==> src/rtl/aud_csr_pkg.sv <==
package aud_csr_pkg;

   localparam int BUS_W      = 32;
   localparam int MAX_CH     = 8;

   // status word positions
   localparam int ST_RX_EN   = 0;
   localparam int ST_RX_RDY  = 1;
   localparam int ST_RX_OVR  = 2;
   localparam int ST_TX_EN   = 4;
   localparam int ST_TX_RDY  = 5;
   localparam int ST_TX_UND  = 6;
   localparam int OVR_CH_LSB = 8;
   localparam int UND_CH_LSB = 20;

   // command word: pair i uses bit 2i (on) and 2i+1 (off)
   localparam int CMD_PAIRS  = 3;
   localparam int CMD_RESET  = 7;

   // status bits that may raise the interrupt
   localparam logic [BUS_W-1:0] IRQ_SRC_MASK = 32'h0000_0066;

   typedef enum logic [3:0] {
      REG_CMD   = 4'd0,
      REG_MODE  = 4'd1,
      REG_STAT  = 4'd2,
      REG_FCLR  = 4'd3,
      REG_FSET  = 4'd4,
      REG_SRCON = 4'd5,
      REG_SRCOF = 4'd6,
      REG_SRCMK = 4'd7,
      REG_RXH   = 4'd8,
      REG_TXH   = 4'd9,
      REG_IDENT = 4'd10,
      REG_NONE  = 4'd15
   } csr_reg_e;

endpackage

==> src/rtl/aud_csr_decode.sv <==
module aud_csr_decode
   import aud_csr_pkg::*;
#(
   parameter int ADDR_W = 8
) (
   input  logic              bus_sel,
   input  logic              bus_wr,
   input  logic [ADDR_W-1:0] bus_addr,
   output csr_reg_e          reg_sel,
   output logic              wr_acc,
   output logic              rd_acc
);
   localparam int IDX_W = ADDR_W - 2;

   logic [IDX_W-1:0] word_idx;
   logic             aligned;

   assign word_idx = bus_addr[ADDR_W-1:2];
   assign aligned  = (bus_addr[1:0] == 2'b00);
   assign wr_acc   = bus_sel & bus_wr;
   assign rd_acc   = bus_sel & ~bus_wr;

   always_comb begin
      reg_sel = REG_NONE;
      if (aligned && (word_idx <= IDX_W'(REG_IDENT))) begin
         reg_sel = csr_reg_e'(word_idx[3:0]);
      end
   end

endmodule

==> src/rtl/aud_csr_enables.sv <==
module aud_csr_enables
   import aud_csr_pkg::*;
(
   input  logic       clk,
   input  logic       rst_n,
   input  logic       cmd_wr,
   input  logic [7:0] cmd_bits,
   output logic       rx_en,
   output logic       ck_en,
   output logic       tx_en,
   output logic       soft_rst
);
   logic [CMD_PAIRS-1:0] en_vec;

   assign soft_rst = cmd_wr & cmd_bits[CMD_RESET];

   generate
      for (genvar i = 0; i < CMD_PAIRS; i++) begin : g_pair
         logic on_q;
         always_ff @(posedge clk or negedge rst_n) begin
            if (!rst_n) begin
               on_q <= 1'b0;
            end else if (soft_rst) begin
               on_q <= 1'b0;
            end else if (cmd_wr && cmd_bits[2*i+1]) begin
               on_q <= 1'b0;
            end else if (cmd_wr && cmd_bits[2*i]) begin
               on_q <= 1'b1;
            end
         end
         assign en_vec[i] = on_q;
      end
   endgenerate

   assign rx_en = en_vec[0];
   assign ck_en = en_vec[1];
   assign tx_en = en_vec[2];

   logic unused_cmd;
   assign unused_cmd = cmd_bits[6];

endmodule

==> src/rtl/aud_csr_status.sv <==
module aud_csr_status
   import aud_csr_pkg::*;
#(
   parameter int NUM_CH = 8,
   parameter int CH_W   = 3,
   parameter int DATA_W = 32
) (
   input  logic              clk,
   input  logic              rst_n,
   input  logic              soft_rst,
   input  logic              rx_en,
   input  logic              tx_en,
   input  logic              rx_push,
   input  logic [CH_W-1:0]   rx_ch,
   input  logic [DATA_W-1:0] rx_data,
   input  logic              tx_pull,
   input  logic [CH_W-1:0]   tx_ch,
   input  logic              rxh_rd,
   input  logic              txh_wr,
   input  logic              fclr_wr,
   input  logic              fset_wr,
   input  logic [BUS_W-1:0]  wdata,
   output logic              rx_rdy,
   output logic              tx_full,
   output logic [DATA_W-1:0] rx_word,
   output logic [DATA_W-1:0] tx_word,
   output logic              ovr_sum,
   output logic              und_sum,
   output logic [NUM_CH-1:0] ovr_vec,
   output logic [NUM_CH-1:0] und_vec
);
   logic              rx_evt, ovr_evt, und_evt;
   logic [BUS_W-1:0]  clr_bits, set_bits;

   assign rx_evt   = rx_push & rx_en;
   assign ovr_evt  = rx_evt & rx_rdy & ~rxh_rd;
   assign und_evt  = tx_pull & tx_en & ~tx_full;
   assign clr_bits = fclr_wr ? wdata : '0;
   assign set_bits = fset_wr ? wdata : '0;

   // receive holding word and ready flag
   always_ff @(posedge clk or negedge rst_n) begin
      if (!rst_n) begin
         rx_rdy  <= 1'b0;
         rx_word <= '0;
      end else if (soft_rst) begin
         rx_rdy  <= 1'b0;
      end else if (rx_evt) begin
         rx_rdy  <= 1'b1;
         rx_word <= rx_data;
      end else if (rxh_rd) begin
         rx_rdy  <= 1'b0;
      end
   end

   // transmit holding word and occupancy
   always_ff @(posedge clk or negedge rst_n) begin
      if (!rst_n) begin
         tx_full <= 1'b0;
         tx_word <= '0;
      end else if (soft_rst) begin
         tx_full <= 1'b0;
      end else if (txh_wr) begin
         tx_full <= 1'b1;
         tx_word <= wdata[DATA_W-1:0];
      end else if (tx_pull && tx_en) begin
         tx_full <= 1'b0;
      end
   end

   // summary flags: an event outranks a clear
   always_ff @(posedge clk or negedge rst_n) begin
      if (!rst_n) begin
         ovr_sum <= 1'b0;
         und_sum <= 1'b0;
      end else if (soft_rst) begin
         ovr_sum <= 1'b0;
         und_sum <= 1'b0;
      end else begin
         if (ovr_evt || set_bits[ST_RX_OVR])      ovr_sum <= 1'b1;
         else if (clr_bits[ST_RX_OVR])            ovr_sum <= 1'b0;
         if (und_evt || set_bits[ST_TX_UND])      und_sum <= 1'b1;
         else if (clr_bits[ST_TX_UND])            und_sum <= 1'b0;
      end
   end

   // per-channel flags
   generate
      for (genvar c = 0; c < NUM_CH; c++) begin : g_chan
         logic ovr_q, und_q, ovr_hit, und_hit;
         assign ovr_hit = ovr_evt && (rx_ch == CH_W'(c));
         assign und_hit = und_evt && (tx_ch == CH_W'(c));
         always_ff @(posedge clk or negedge rst_n) begin
            if (!rst_n) begin
               ovr_q <= 1'b0;
               und_q <= 1'b0;
            end else if (soft_rst) begin
               ovr_q <= 1'b0;
               und_q <= 1'b0;
            end else begin
               if (ovr_hit || set_bits[OVR_CH_LSB+c])  ovr_q <= 1'b1;
               else if (clr_bits[OVR_CH_LSB+c])        ovr_q <= 1'b0;
               if (und_hit || set_bits[UND_CH_LSB+c])  und_q <= 1'b1;
               else if (clr_bits[UND_CH_LSB+c])        und_q <= 1'b0;
            end
         end
         assign ovr_vec[c] = ovr_q;
         assign und_vec[c] = und_q;
      end
   endgenerate

   logic unused_wd;
   assign unused_wd = ^wdata;

endmodule

==> src/rtl/aud_csr_irq.sv <==
module aud_csr_irq
   import aud_csr_pkg::*;
#(
   parameter bit IRQ_REG = 1'b1
) (
   input  logic             clk,
   input  logic             rst_n,
   input  logic             soft_rst,
   input  logic             src_on_wr,
   input  logic             src_off_wr,
   input  logic [BUS_W-1:0] wdata,
   input  logic [BUS_W-1:0] status,
   output logic [BUS_W-1:0] mask,
   output logic             irq
);
   logic [BUS_W-1:0] mask_nxt;
   logic             hit;

   assign mask_nxt = (mask | (src_on_wr ? wdata : '0))
                   & ~(src_off_wr ? wdata : '0)
                   & IRQ_SRC_MASK;

   always_ff @(posedge clk or negedge rst_n) begin
      if (!rst_n)        mask <= '0;
      else if (soft_rst) mask <= '0;
      else               mask <= mask_nxt;
   end

   assign hit = |(status & mask);

   generate
      if (IRQ_REG) begin : g_irq_flop
         logic irq_q;
         always_ff @(posedge clk or negedge rst_n) begin
            if (!rst_n)        irq_q <= 1'b0;
            else if (soft_rst) irq_q <= 1'b0;
            else               irq_q <= hit;
         end
         assign irq = irq_q;
      end else begin : g_irq_comb
         assign irq = hit;
      end
   endgenerate

endmodule

==> src/rtl/aud_port_csr.sv <==
module aud_port_csr
   import aud_csr_pkg::*;
#(
   parameter int          ADDR_W     = 8,
   parameter int          NUM_CH     = 8,
   parameter int          DATA_W     = 32,
   parameter bit          IRQ_REG    = 1'b1,
   parameter logic [31:0] VERSION    = 32'h0000_0142,
   parameter logic [31:0] MODE_WMASK = 32'hFF3F_77DD,
   localparam int         CH_W       = (NUM_CH > 1) ? $clog2(NUM_CH) : 1
) (
   input  logic              clk,
   input  logic              rst_n,
   input  logic              bus_sel,
   input  logic              bus_wr,
   input  logic [ADDR_W-1:0] bus_addr,
   input  logic [31:0]       bus_wdata,
   output logic              bus_rvalid,
   output logic [31:0]       bus_rdata,
   input  logic              rx_push,
   input  logic [CH_W-1:0]   rx_ch,
   input  logic [DATA_W-1:0] rx_data,
   input  logic              tx_pull,
   input  logic [CH_W-1:0]   tx_ch,
   output logic [DATA_W-1:0] tx_data,
   output logic              rx_en,
   output logic              tx_en,
   output logic              ck_en,
   output logic [31:0]       mode_bits,
   output logic              irq
);
   // elaboration checks
   generate
      if (ADDR_W < 6) begin : g_bad_addr
         $error("aud_port_csr: ADDR_W must be at least 6");
      end
      if (NUM_CH < 1 || NUM_CH > MAX_CH) begin : g_bad_ch
         $error("aud_port_csr: NUM_CH must be 1..8");
      end
      if (DATA_W < 1 || DATA_W > BUS_W) begin : g_bad_data
         $error("aud_port_csr: DATA_W must be 1..32");
      end
   endgenerate

   csr_reg_e          reg_sel;
   logic              wr_acc, rd_acc, soft_rst;
   logic              rx_rdy_s, tx_full_s, ovr_sum, und_sum;
   logic [NUM_CH-1:0] ovr_vec, und_vec;
   logic [DATA_W-1:0] rx_word;
   logic [BUS_W-1:0]  stat_word, mask_q, rd_val, mode_q;
   logic              rxh_rd;

   aud_csr_decode #(.ADDR_W(ADDR_W)) i_decode (
      .bus_sel  (bus_sel),
      .bus_wr   (bus_wr),
      .bus_addr (bus_addr),
      .reg_sel  (reg_sel),
      .wr_acc   (wr_acc),
      .rd_acc   (rd_acc)
   );

   aud_csr_enables i_enables (
      .clk      (clk),
      .rst_n    (rst_n),
      .cmd_wr   (wr_acc && reg_sel == REG_CMD),
      .cmd_bits (bus_wdata[7:0]),
      .rx_en    (rx_en),
      .ck_en    (ck_en),
      .tx_en    (tx_en),
      .soft_rst (soft_rst)
   );

   assign rxh_rd = rd_acc && (reg_sel == REG_RXH);

   aud_csr_status #(.NUM_CH(NUM_CH), .CH_W(CH_W), .DATA_W(DATA_W)) i_status (
      .clk      (clk),
      .rst_n    (rst_n),
      .soft_rst (soft_rst),
      .rx_en    (rx_en),
      .tx_en    (tx_en),
      .rx_push  (rx_push),
      .rx_ch    (rx_ch),
      .rx_data  (rx_data),
      .tx_pull  (tx_pull),
      .tx_ch    (tx_ch),
      .rxh_rd   (rxh_rd),
      .txh_wr   (wr_acc && reg_sel == REG_TXH),
      .fclr_wr  (wr_acc && reg_sel == REG_FCLR),
      .fset_wr  (wr_acc && reg_sel == REG_FSET),
      .wdata    (bus_wdata),
      .rx_rdy   (rx_rdy_s),
      .tx_full  (tx_full_s),
      .rx_word  (rx_word),
      .tx_word  (tx_data),
      .ovr_sum  (ovr_sum),
      .und_sum  (und_sum),
      .ovr_vec  (ovr_vec),
      .und_vec  (und_vec)
   );

   always_comb begin
      stat_word            = '0;
      stat_word[ST_RX_EN]  = rx_en;
      stat_word[ST_RX_RDY] = rx_rdy_s;
      stat_word[ST_RX_OVR] = ovr_sum;
      stat_word[ST_TX_EN]  = tx_en;
      stat_word[ST_TX_RDY] = tx_en & ~tx_full_s;
      stat_word[ST_TX_UND] = und_sum;
      for (int c = 0; c < NUM_CH; c++) begin
         stat_word[OVR_CH_LSB+c] = ovr_vec[c];
         stat_word[UND_CH_LSB+c] = und_vec[c];
      end
   end

   aud_csr_irq #(.IRQ_REG(IRQ_REG)) i_irq (
      .clk        (clk),
      .rst_n      (rst_n),
      .soft_rst   (soft_rst),
      .src_on_wr  (wr_acc && reg_sel == REG_SRCON),
      .src_off_wr (wr_acc && reg_sel == REG_SRCOF),
      .wdata      (bus_wdata),
      .status     (stat_word),
      .mask       (mask_q),
      .irq        (irq)
   );

   // mode register (kept across software reset)
   always_ff @(posedge clk or negedge rst_n) begin
      if (!rst_n)                                mode_q <= '0;
      else if (wr_acc && reg_sel == REG_MODE)    mode_q <= bus_wdata & MODE_WMASK;
   end
   assign mode_bits = mode_q;

   // read path
   always_comb begin
      rd_val = '0;
      unique case (reg_sel)
         REG_MODE:  rd_val = mode_q;
         REG_STAT:  rd_val = stat_word;
         REG_SRCMK: rd_val = mask_q;
         REG_RXH:   rd_val[DATA_W-1:0] = rx_word;
         REG_IDENT: rd_val = VERSION;
         default:   rd_val = '0;
      endcase
   end

   always_ff @(posedge clk or negedge rst_n) begin
      if (!rst_n) begin
         bus_rvalid <= 1'b0;
         bus_rdata  <= '0;
      end else begin
         bus_rvalid <= rd_acc;
         if (rd_acc) bus_rdata <= rd_val;
      end
   end

endmodule

==> config.mk <==
export PLATFORM = sky130hd
export DESIGN_NAME = aud_port_csr
export DESIGN_NICKNAME = d
export VERILOG_FILES = /design/src/rtl/aud_csr_pkg.sv /design/src/rtl/aud_csr_decode.sv /design/src/rtl/aud_csr_enables.sv /design/src/rtl/aud_csr_status.sv /design/src/rtl/aud_csr_irq.sv /design/src/rtl/aud_port_csr.sv
export SDC_FILE = /design/constraint.sdc
export NUM_CORES = 1
export LEC_CHECK = 0
export BUFFER_PORTS_ARGS = -buffer_cell sky130_fd_sc_hd__clkbuf_2
export CORE_UTILIZATION = 45
export CTS_CLUSTER_SIZE = 12
export DETAILED_ROUTE_END_ITERATION = 10
export PLACE_DENSITY = 0.73
export SLEW_MARGIN = 20
export SYNTH_ARGS = -nofsm -noshare
export SYNTH_HDL_FRONTEND = slang
export SYNTH_SLANG_ARGS = --single-unit
==> constraint.sdc <==
create_clock -name clk -period 1.7 [get_ports clk]
set_input_delay 0.17 -clock clk [delete_from_list [all_inputs] [get_ports clk]]
set_output_delay 0.17 -clock clk [all_outputs]
set_load 0.03 [all_outputs]
==> metrics.md <==
| Metric | Value |
|---|---|
| RSZ-0062 raised after global routing | no |
| Die span in x | 125.2 um |
| CP max stage delay | 0.50 ns |
| Gate Count Post-Synth | 547 |
| Hpwl dp | 14580 um |
| Final Non-Filler Cells | around 1000 |
| Final ANT Viol Nets | 0 |
| Status | finished with violations |
| Initial antenna violation count | 0 |
| Synth top area share | 0.5532 |
| N_diodes | 0 |
| CP arrival | 1.94 ns |
| Maximum vdd ir drop | 0.6983 mV |
| CTS buffer count | 17 |
| Num rows | between 40 and 50 |
| Drt total wl | between 20000 and 25000 um |
| Wire length per cell | 20.72 um |
| Area of the mapped netlist | 6830 um^2 |
| Leak | 4.589 nW |
| R2R Setup Slk | 0.06 ns |
| Clk pin slew, worst setup/hold paths | approximately 0.060 ns |
| PwrDens | between 1000 and 1500 nW/um^2 |
| Worst Setup EP | i_status.rx_word[21]$_DFFE_PN0P_ |
| DP Cell Count | 914 |
| Final period util | 0.9652 |
| Clk buf depth | 2 |
| Setup crit start kind | register |
| Sink Count | 151 |
| Ys flop type | dfrtp_1 |
| Post-CTS sizing | 0 |
| Worst skew pair latency | ~0.42 ns |
| Largest net degree at the start of global routing | 46 |
| Max-slew violations | 0 |
| Worst slew margin | 0.4483 |
| First-pass iteration count of the detailed router | 11 |
| Reg2reg end | i_status.rx_word[21]$_DFFE_PN0P_ |
| HP Class | primary input to register |
| Via count | approximately 5800 |
| Final-report hold violation count | 0 |
| Starting DRC count in detailed routing | 417 |
| CP Max Fanout | 22 |
| Filler Cell Count | 1115 |
| Critical Setup Path Class | register to register |
| Final min period | ~1.6 ns |
| Yosys warnings | 0 |
| Routability cong. | between 0.9 and 1 |
| Critical Path Sink Type | register |
| First-pass GRT wire length | around 33000 um |
| I/O pin count | approximately 190 |
| Setup crit start | i_enables.rx_en$_DFFE_PN0P_ |
| FF-to-FF path depth | 4 |
| Max_cap viols | 0 |
| Initial Utilization | 0.4647 |
| EDFF count, synth | 0 |
| Crit-path cells | nand2_1, a21oi_4, buf_12, mux2_2 |
| Worst-Margin Slew | between 0.8 and 0.9 ns |
| Crit-path slowest cell | dfrtp_1 |
| Register area share after synthesis | 0.5532 |
| Vias in the first global route | 6184 |
| TritonCTS clock tree | built |
| Post-route DRC violation count | 18 |
| Area leader, netlist | dfrtp_1 |
| Vias per std cell | 5.859 |
| Core Box Area | 14700 um^2 |
| Unique masters post-synth | 55 |
| Max frequency | 609.4 MHz |
| Die area | 15680 um^2 |
| Fraction of layout cells with a size suffix above 1 | 0.4589 |
| Total GRT Usage | 0.2734 |
| H-tree depth | 4 |
| Die Y | around 130 um |
| Clock Tree Root | clkbuf_16 |
| Failing checks | design-rule violations |
| Area contributors post-synth | dfrtp_1, mux2_2, nor2_1, a221oi_1, a22oi_1 |
| # nets final | ~870 |
| Area delta synth->final | 35.65% |
| Port bufs | 178 |
| Most frequent cells in the layout | clkbuf_2, dfrtp_1, mux2_2, nor2_1, dlygate4sd3_1 |
| Syn avg cell area | 12.49 um^2 |
| Total Negative Setup Slacks | 0 ns |
| Req. time, crit path | 2.00 ns |
| Synth async-reset ratio | 1.000 |
| Register bit total from synthesis | 151 |
| Setup Viol. Count Final | 0 |
| Worst Skew | 0.006746 ns |
| FF-to-FF Start | i_enables.rx_en$_DFFE_PN0P_ |
| Grt total ovfl | 0 |
| Commonest non-fill, non-tap cell in the layout | clkbuf_2 |
==> synthesized netlist by cell type, drive strengths merged, types with 7 or more instances <==
cell / n
dfrtp: 151
mux2: 90
nor2: 52
buf: 32
a22o: 20
nand4: 19
a22oi: 17
clkbuf: 17
a221oi: 15
a21oi: 13
o2bb2ai: 13
nand2: 11
a222oi: 10
inv: 7
==> power breakdown <==
group / leakage, nW / internal [W] / switching (W)
Clock: 0.317 / 0.00282 / 0.00146
Sequential: 2.04 / 0.00385 / 0.000177
Combinational: 2.23 / 0.000470 / 0.000625
==> flip-flops by register name, indices dropped and copies added, names as in the netlist, 4 cells and up <==
| name | cells |
|---|---|
| i_status.rx_word | 32 |
| bus_rdata | 32 |
| i_status.g_chan.ovr_q | 8 |
| i_status.tx_word | 32 |
| mode_bits | 26 |
| i_irq.mask | 4 |
| i_status.g_chan.und_q | 8 |
==> worst min-delay path by stage <==
stage            startpoint                                to  slack [ns]  cells after the start
6_report       bus_wdata[3]          mode_bits[3]$_DFFE_PN0P_        0.03                      2
5_1_grt        bus_wdata[3]   i_status.tx_word[3]$_DFFE_PN0P_        0.03                      2
4_1_cts        bus_wdata[3]          mode_bits[3]$_DFFE_PN0P_       0.007                      2
3_5_place_dp          rst_n  i_status.rx_word[12]$_DFFE_PN0P_        0.14                      1
3_3_place_gp          rst_n  i_status.rx_word[14]$_DFFE_PN0P_        0.14                      1
2_1_floorplan         rst_n          bus_rdata[0]$_DFFE_PN0P_       -0.13                      0
==> cell families after synthesis <==
logic type | Yosys count | synth area share
flip-flops | 151 | 0.5532
AND/OR/NAND/NOR | 130 | 0.1105
AO/OA/AOI/OAI | 118 | 0.1394
multiplexers | 90 | 0.1484
buffers and inverters | 56 | 0.04671
XOR/XNOR | 1 | 0.001283
other | 1 | 0.0005490
==> per-layer routing <==
metal / global-route usage / vias to the layer above / wire length (um)
li1: - / 2542 / -
met1: 0.3375 / 2919 / 8314
met2: 0.4584 / 257 / 10250
met3: 0.05392 / 59 / 1101
met4: 0.1385 / 0 / 765
met5: 0 / - / 0
==> critical path: cells and delay by family, from the launching register on <==
kind / cells / cell delay [ns]
buf+inv: 1 / 0.21
compound gates: 1 / 0.24
simple gates: 1 / 0.20
flops: 1 / 0.50
mux: 1 / 0.36
==> cell type report <==
type	count	area (um^2)	share of cell area
Multi-Input combinational cell	345	2765	0.2984
Clock buffer	19	452.9	0.04889
Inverter	7	26.28	0.002836
Timing Repair Buffer	268	1788	0.1930
Tap cell	184	230.2	0.02485
Clock inverter	12	224.0	0.02417
Sequential cell	151	3779	0.4078
==> through the flow <==
step,total power (W),worst slack [ns],hold WS (ns),instance area [um^2],util
after floorplan,0.004590,-0.006431,-0.1256,6853,-
after global placement,0.005041,-0.1109,0.1360,8175,0.5562
after detailed placement,0.005092,-0.2212,0.1406,8175,0.5562
after CTS,0.009451,0.08086,0.006704,9263,0.6302
after global routing,0.009743,0.03606,0.02800,9265,0.6303
final,0.009399,0.05910,0.02849,9265,0.6303
==> what timing repair did <==
action / in CTS / in global routing
endpoints found under the setup margin: 0 / 0
buffers inserted: 0 / 0
endpoints found under the hold margin: 87 / 0
hold buffers: 41 / 0
No activity file was read; power rests on OpenSTA's default activity.
